[config.mk]
export PLATFORM = sky130hd
export DESIGN_NAME = evt_irq_agg
export DESIGN_NICKNAME = d
export VERILOG_FILES = /design/src/rtl/evt_irq_pkg.sv /design/src/rtl/misc_evt_bank.sv /design/src/rtl/intx_level_bank.sv /design/src/rtl/evt_irq_agg.sv
export SDC_FILE = /design/constraint.sdc
export NUM_CORES = 1
export LEC_CHECK = 0
export BUFFER_PORTS_ARGS = -buffer_cell sky130_fd_sc_hd__buf_4
export CAP_MARGIN = 10
export CORE_UTILIZATION = 49
export CTS_BUF_LIST = sky130_fd_sc_hd__clkbuf_8
export DETAILED_ROUTE_END_ITERATION = 16
export PLACE_DENSITY = 0.91
export SLEW_MARGIN = 20
export SYNTH_ARGS = -nofsm -noshare
export SYNTH_HDL_FRONTEND = slang
export SYNTH_SLANG_ARGS = --single-unit
[constraint.sdc]
create_clock -name clk -period 2.2 [get_ports clk]
set_clock_uncertainty 0.2 [all_clocks]
set_input_delay 0.44 -clock clk [delete_from_list [all_inputs] [get_ports clk]]
set_output_delay 0.44 -clock clk [all_outputs]
set_load 0.03 [all_outputs]
[src/rtl/evt_irq_pkg.sv]
package evt_irq_pkg;

    localparam int REG_DW = 32;
    localparam int REG_AW = 3;

    // Implemented event positions: 0,1,4,5,6,7,16,17,18,20,22,23,24,25,26
    localparam logic [REG_DW-1:0] MISC_IMPL_DEFAULT = 32'h07D7_00F3;

    typedef enum logic [REG_AW-1:0] {
        SEL_MISC_STAT = 3'd0,
        SEL_MISC_EN   = 3'd1,
        SEL_INTX_STAT = 3'd2,
        SEL_INTX_EN   = 3'd3,
        SEL_CTRL      = 3'd4
    } reg_sel_e;

endpackage

[src/rtl/misc_evt_bank.sv]
module misc_evt_bank #(
    parameter int               DATA_W = 32,
    parameter logic [DATA_W-1:0] IMPL  = '1
) (
    input  logic              clk,
    input  logic              rst_n,
    input  logic [DATA_W-1:0] evt_i,
    input  logic [DATA_W-1:0] clr_i,
    input  logic              mask_we_i,
    input  logic [DATA_W-1:0] mask_wdata_i,
    output logic [DATA_W-1:0] stat_o,
    output logic [DATA_W-1:0] mask_o,
    output logic              pend_o
);

    typedef struct packed {
        logic [DATA_W-1:0] stat;
        logic [DATA_W-1:0] mask;
    } bank_state_t;

    bank_state_t st_d, st_q;

    always_comb begin
        st_d = st_q;
        // set has priority over clear
        st_d.stat = ((st_q.stat & ~clr_i) | evt_i) & IMPL;
        if (mask_we_i) begin
            st_d.mask = mask_wdata_i & IMPL;
        end
    end

    always_ff @(posedge clk or negedge rst_n) begin
        if (!rst_n) begin
            st_q <= '0;
        end else begin
            st_q <= st_d;
        end
    end

    assign stat_o = st_q.stat;
    assign mask_o = st_q.mask;
    assign pend_o = |(st_q.stat & st_q.mask);

    // an implemented event is latched at the next edge
    assert_evt_latched_R2: assert property (@(posedge clk) disable iff (!rst_n)
        1'b1 |=> ((stat_o & $past(evt_i & IMPL)) == $past(evt_i & IMPL)));

    // set bits stay set unless a clearing write names them
    assert_sticky_R2: assert property (@(posedge clk) disable iff (!rst_n)
        1'b1 |=> ((stat_o & $past(stat_o & ~clr_i)) == $past(stat_o & ~clr_i)));

    // cleared bits drop when no event arrives at them
    assert_w1c_R4: assert property (@(posedge clk) disable iff (!rst_n)
        1'b1 |=> ((stat_o & $past(clr_i & ~evt_i)) == '0));

    // unimplemented bits never become set
    assert_unimpl_zero_R3: assert property (@(posedge clk) disable iff (!rst_n)
        ((stat_o | mask_o) & ~IMPL) == '0);

endmodule

[src/rtl/intx_level_bank.sv]
module intx_level_bank #(
    parameter int NUM_INTX = 4
) (
    input  logic                clk,
    input  logic                rst_n,
    input  logic [NUM_INTX-1:0] lvl_i,
    input  logic                mask_we_i,
    input  logic [NUM_INTX-1:0] mask_wdata_i,
    output logic [NUM_INTX-1:0] lvl_o,
    output logic [NUM_INTX-1:0] mask_o,
    output logic                pend_o
);

    typedef struct packed {
        logic [NUM_INTX-1:0] lvl;
        logic [NUM_INTX-1:0] mask;
    } intx_state_t;

    intx_state_t         st_d, st_q;
    logic [NUM_INTX-1:0] line_act;

    always_comb begin
        st_d     = st_q;
        st_d.lvl = lvl_i;
        if (mask_we_i) begin
            st_d.mask = mask_wdata_i;
        end
    end

    always_ff @(posedge clk or negedge rst_n) begin
        if (!rst_n) begin
            st_q <= '0;
        end else begin
            st_q <= st_d;
        end
    end

    for (genvar g = 0; g < NUM_INTX; g++) begin : g_line
        assign line_act[g] = st_q.lvl[g] & st_q.mask[g];
    end

    assign lvl_o  = st_q.lvl;
    assign mask_o = st_q.mask;
    assign pend_o = |line_act;

    // status follows input levels with one register of delay
    assert_level_follow_R6: assert property (@(posedge clk) disable iff (!rst_n)
        1'b1 |=> (lvl_o == $past(lvl_i)));

    // mask holds when not written
    assert_mask_hold_R7: assert property (@(posedge clk) disable iff (!rst_n)
        !mask_we_i |=> $stable(mask_o));

endmodule

[src/rtl/evt_irq_agg.sv]
module evt_irq_agg
    import evt_irq_pkg::*;
#(
    parameter int                DATA_W    = REG_DW,
    parameter int                ADDR_W    = REG_AW,
    parameter int                NUM_INTX  = 4,
    parameter logic [DATA_W-1:0] MISC_IMPL = MISC_IMPL_DEFAULT
) (
    input  logic                clk,
    input  logic                rst_n,
    input  logic [DATA_W-1:0]   misc_evt_i,
    input  logic [NUM_INTX-1:0] intx_lvl_i,
    input  logic                reg_wr_i,
    input  logic [ADDR_W-1:0]   reg_addr_i,
    input  logic [DATA_W-1:0]   reg_wdata_i,
    output logic [DATA_W-1:0]   reg_rdata_o,
    output logic                misc_irq_o,
    output logic                intx_irq_o
);

    localparam int PAD_W = DATA_W - NUM_INTX;

    typedef struct packed {
        logic en;
    } ctrl_state_t;

    ctrl_state_t         ctl_d, ctl_q;

    logic                wr_misc_stat, wr_misc_en, wr_intx_en, wr_ctrl;
    logic [DATA_W-1:0]   misc_clr;
    logic [DATA_W-1:0]   misc_stat, misc_mask;
    logic [NUM_INTX-1:0] intx_lvl, intx_mask;
    logic                misc_pend, intx_pend;

    // write decode
    always_comb begin
        wr_misc_stat = reg_wr_i && (reg_addr_i == ADDR_W'(SEL_MISC_STAT));
        wr_misc_en   = reg_wr_i && (reg_addr_i == ADDR_W'(SEL_MISC_EN));
        wr_intx_en   = reg_wr_i && (reg_addr_i == ADDR_W'(SEL_INTX_EN));
        wr_ctrl      = reg_wr_i && (reg_addr_i == ADDR_W'(SEL_CTRL));
        misc_clr     = wr_misc_stat ? reg_wdata_i : '0;
    end

    misc_evt_bank #(
        .DATA_W (DATA_W),
        .IMPL   (MISC_IMPL)
    ) u_misc (
        .clk          (clk),
        .rst_n        (rst_n),
        .evt_i        (misc_evt_i),
        .clr_i        (misc_clr),
        .mask_we_i    (wr_misc_en),
        .mask_wdata_i (reg_wdata_i),
        .stat_o       (misc_stat),
        .mask_o       (misc_mask),
        .pend_o       (misc_pend)
    );

    intx_level_bank #(
        .NUM_INTX (NUM_INTX)
    ) u_intx (
        .clk          (clk),
        .rst_n        (rst_n),
        .lvl_i        (intx_lvl_i),
        .mask_we_i    (wr_intx_en),
        .mask_wdata_i (reg_wdata_i[NUM_INTX-1:0]),
        .lvl_o        (intx_lvl),
        .mask_o       (intx_mask),
        .pend_o       (intx_pend)
    );

    // control register
    always_comb begin
        ctl_d = ctl_q;
        if (wr_ctrl) begin
            ctl_d.en = reg_wdata_i[0];
        end
    end

    always_ff @(posedge clk or negedge rst_n) begin
        if (!rst_n) begin
            ctl_q <= '0;
        end else begin
            ctl_q <= ctl_d;
        end
    end

    // read mux
    always_comb begin
        case (reg_addr_i)
            ADDR_W'(SEL_MISC_STAT): reg_rdata_o = misc_stat;
            ADDR_W'(SEL_MISC_EN):   reg_rdata_o = misc_mask;
            ADDR_W'(SEL_INTX_STAT): reg_rdata_o = {{PAD_W{1'b0}}, intx_lvl};
            ADDR_W'(SEL_INTX_EN):   reg_rdata_o = {{PAD_W{1'b0}}, intx_mask};
            ADDR_W'(SEL_CTRL):      reg_rdata_o = {{(DATA_W-1){1'b0}}, ctl_q.en};
            default:                reg_rdata_o = '0;
        endcase
    end

    assign misc_irq_o = ctl_q.en & misc_pend;
    assign intx_irq_o = ctl_q.en & intx_pend;

    // a cleared global enable silences both lines
    assert_gate_off_R8: assert property (@(posedge clk) disable iff (!rst_n)
        !ctl_q.en |-> (!misc_irq_o && !intx_irq_o));

    // an enabled, unmasked pending event raises the event line
    assert_misc_line_R9: assert property (@(posedge clk) disable iff (!rst_n)
        (ctl_q.en && ((misc_stat & misc_mask) != '0)) |-> misc_irq_o);

    // the legacy line is low when no enabled level is active
    assert_intx_line_R10: assert property (@(posedge clk) disable iff (!rst_n)
        ((intx_lvl & intx_mask) == '0) |-> !intx_irq_o);

    // unmapped words read zero
    assert_unmapped_zero_R11: assert property (@(posedge clk) disable iff (!rst_n)
        (reg_addr_i > ADDR_W'(SEL_CTRL)) |-> (reg_rdata_o == '0));

endmodule

==> flow_summary.ini <==
[status]
run_status = completed

[setup_path]
longest_individual_stage_delay_on_the_worst_path_ps = 400
worstSetupStartpointType = register
arrival_ps = 1460
timing.critical_path.cells = a222oi_1, nand3_1, o21a_1, buf_6
critical_path.slowest_cell = dfrtp_1
criticalPathCategory = register to primary output
required_ps = 1560
ff2ff_setup_slack_ps = 1110
r2r-end = u_misc.mask_o[7]
worst_setup_path_end_kind = primary output
critical_path_peak_fanout = 3
worstReg2RegStart = u_misc.mask_o[7]
worst-r2r-cell-count = 2

[timing]
fmax_mhz = 475
fin_ws_ps = 96.1
min_period_over_period_pct = 95.6
rsz0062_at_grt = true
final_max_slew_viol_count = 0
report.final.hold_viol_count = 0
setup_violations = 0
final.min_clock_period_ps = 2100

[layout]
flow.area_growth_from_synthesis_pct = 26.3
post_route_cells_drive_above_1_share_pct = 41.6
layout_common_cells = buf_4 (65), dfrtp_1 (39), nor2_1 (16), nand2_1 (16)
final_common_cell = buf_4
post-route-cell-area_mm2 = 0.00261
layout.nets = 311
insertedDiodeCount = 0

[placed_design]
placed_area_mm2 = 0.00248
globalplace.congestion = 0.715
place_hpwl_um = 3160
place.port_buffers = 60
detailedPlace.worstSlack_ps = 106

[route]
drt-pass1-iter-count = 4
drt-total-wl_um = 4330
total_via_count_in_the_routed_design = 1496
number_of_remaining_drc_errors = 0
vias_per_cell = 5.19
avgRoutedWirePerCell_um = 15.0
drt_first_iter_violations = 76
route.antenna.remaining_nets = 0

[synth]
synth.avg_cell_area_um2 = 12.1
synth_largest_area_cell = dfrtp_1
ys_top_cells_by_area = dfrtp_1 (47%), mux2_4 (10%), mux2i_1 (7.3%)
post_synth_num_cell_types = 28
number_of_flops_mapped_to_enable_cells_by_yosys = 0
synth_cells = 171
ys_warn_count = 0
synth_flop_cell = dfrtp_1
yosys_register_bits = 39
sequential_cell_area_fraction_in_the_yosys_report_pct = 47.2
synth.cell_area_mm2 = 0.00207
synth_top_cell_area_share_pct = 47.2
synthArstFlopShare_pct = 100

[worst_hold_path]
holdPathEnd = u_intx.lvl_o[3]
worst_hold_startpoint = intx_lvl_i[3]
hold_path_depth = 1
min-delay-path-class = input port to register

[cts]
cts_tree = done
insertion_delay_ps = 290
cts_made_buffers = 5
worst_setup_hold_path_clk_slew_ps = 70
numClockSinks = 39
clockRootBuffer = clkbuf_8
cts-htree-levels = 2
max-clock-path-buffers = 2

[power_and_ir_drop]
p_leak_uw = 0.00124
irDropWorstVdd_v = 0.000399
pwr_density_cell_mw_per_mm2 = 728

[grt]
groute.usage.overall_pct = 21.6
grt_max_degree = 40
grt_first_pass_wirelength_um = 7060
remaining_global_route_overflow = 0
grt_pass1_vias = 1526
initial_antenna_violation_count = 0

[die]
coreArea_mm2 = 0.00403
die_y_extent_um = 67.0
fp-row-count = 23
chipWidth_um = 67.0
floorplan.initialDensity_pct = 51.3
die_area_mm2 = 0.00448
io_pins = 108

[job]
cap_violations = 0
[Yosys cell counts, types with 2 or more instances]
cell type,instances
mux2_2,7
dfrtp_1,39
nand2_1,16
or2_1,2
o21a_1,2
buf_4,18
a22oi_1,9
mux2_4,14
buf_6,2
a21o_1,15
mux2i_1,15
nor2_1,16
[logic make-up (layout without fill, tap and decap cells)]
logic type / after synthesis / in the layout / share of synthesized area (%)
mux: 37 / 37 / 22.3
other cells: 1 / 15 / 0.181
compound gates: 29 / 29 / 10.6
flops: 39 / 39 / 47.2
buf+inv: 22 / 75 / 8.77
simple gates: 43 / 43 / 11.0
[how the worst max path moves through the flow]
stage	from	endpoint	slack, ps	depth (start not counted)
after CTS	u_misc.stat_o[7]	misc_irq_o	30	4
final	u_misc.stat_o[7]	misc_irq_o	100	4
after floorplan	reg_addr_i[1]	reg_rdata_o[16]	140	4
after global placement	reg_addr_i[1]	u_misc.mask_o[5]	150	5
after global routing	u_misc.stat_o[7]	misc_irq_o	-4	4
after detailed placement	reg_addr_i[1]	u_misc.mask_o[7]	110	5
[through the flow]
step / power [uW] / TNS (ps) / hold WS (ps) / util [%] / instances
5_1_grt: 2000 / -3.55 / 38.7 / 64.8 / 288
6_report: 1900 / 0 / 51.5 / 64.8 / 288
3_3_place_gp: 1360 / 0 / 235 / 61.6 / 277
2_1_floorplan: 1220 / 0 / -55.6 / - / 185
4_1_cts: 1910 / 0 / 42.2 / 64.3 / 286
3_5_place_dp: 1380 / 0 / 242 / 61.6 / 277
[area by class of cell]
type	count	area (um2)
sequential	39	976
tap	50	62.6
timing repair buffer	67	509
clock buffer	7	96.3
multi-input combinational	124	963
fill	330	1420
clock inverter	1	3.75
[routing by layer]
metal | track usage, % | up-vias | wire [um]
met3 | 6.16 | 6 | 291
met1 | 26.0 | 725 | 1740
met2 | 37.0 | 61 | 2230
met4 | 6.65 | 0 | 57
li1 | - | 704 | -
met5 | 0 | - | 0
[registers in the layout (all words and copies together), names as in the netlist]
register	count
ctl_q	1
u_intx.lvl_o	4
u_intx.mask_o	4
u_misc.mask_o	15
u_misc.stat_o	15
[worst max-delay path: cells and delay by family, from the launching register on]
| family | cells | cell delay (ps) |
|---|---|---|
| AO/OA/AOI/OAI | 2 | 500 |
| buffers and inverters | 1 | 140 |
| flip-flops | 1 | 400 |
| AND/OR/NAND/NOR | 1 | 130 |
[power breakdown]
part           total [uW]  switching [uW]  internal, uW  leakage (uW)
sequential            884            76.0           808      0.000421
clock                 522             241           281     0.0000557
combinational         495             235           260      0.000760
[repair_timing]
| action | CTS | global route |
|---|---|---|
| endpoints found under the setup margin | 0 | 1 |
| hold buffers | 1 | 0 |
| setup buffers | 0 | 2 |
| resized for setup | 0 | 1 |
| hold endpoints to repair | 39 | 0 |
Note: power is estimated with default switching activity, not from simulation.
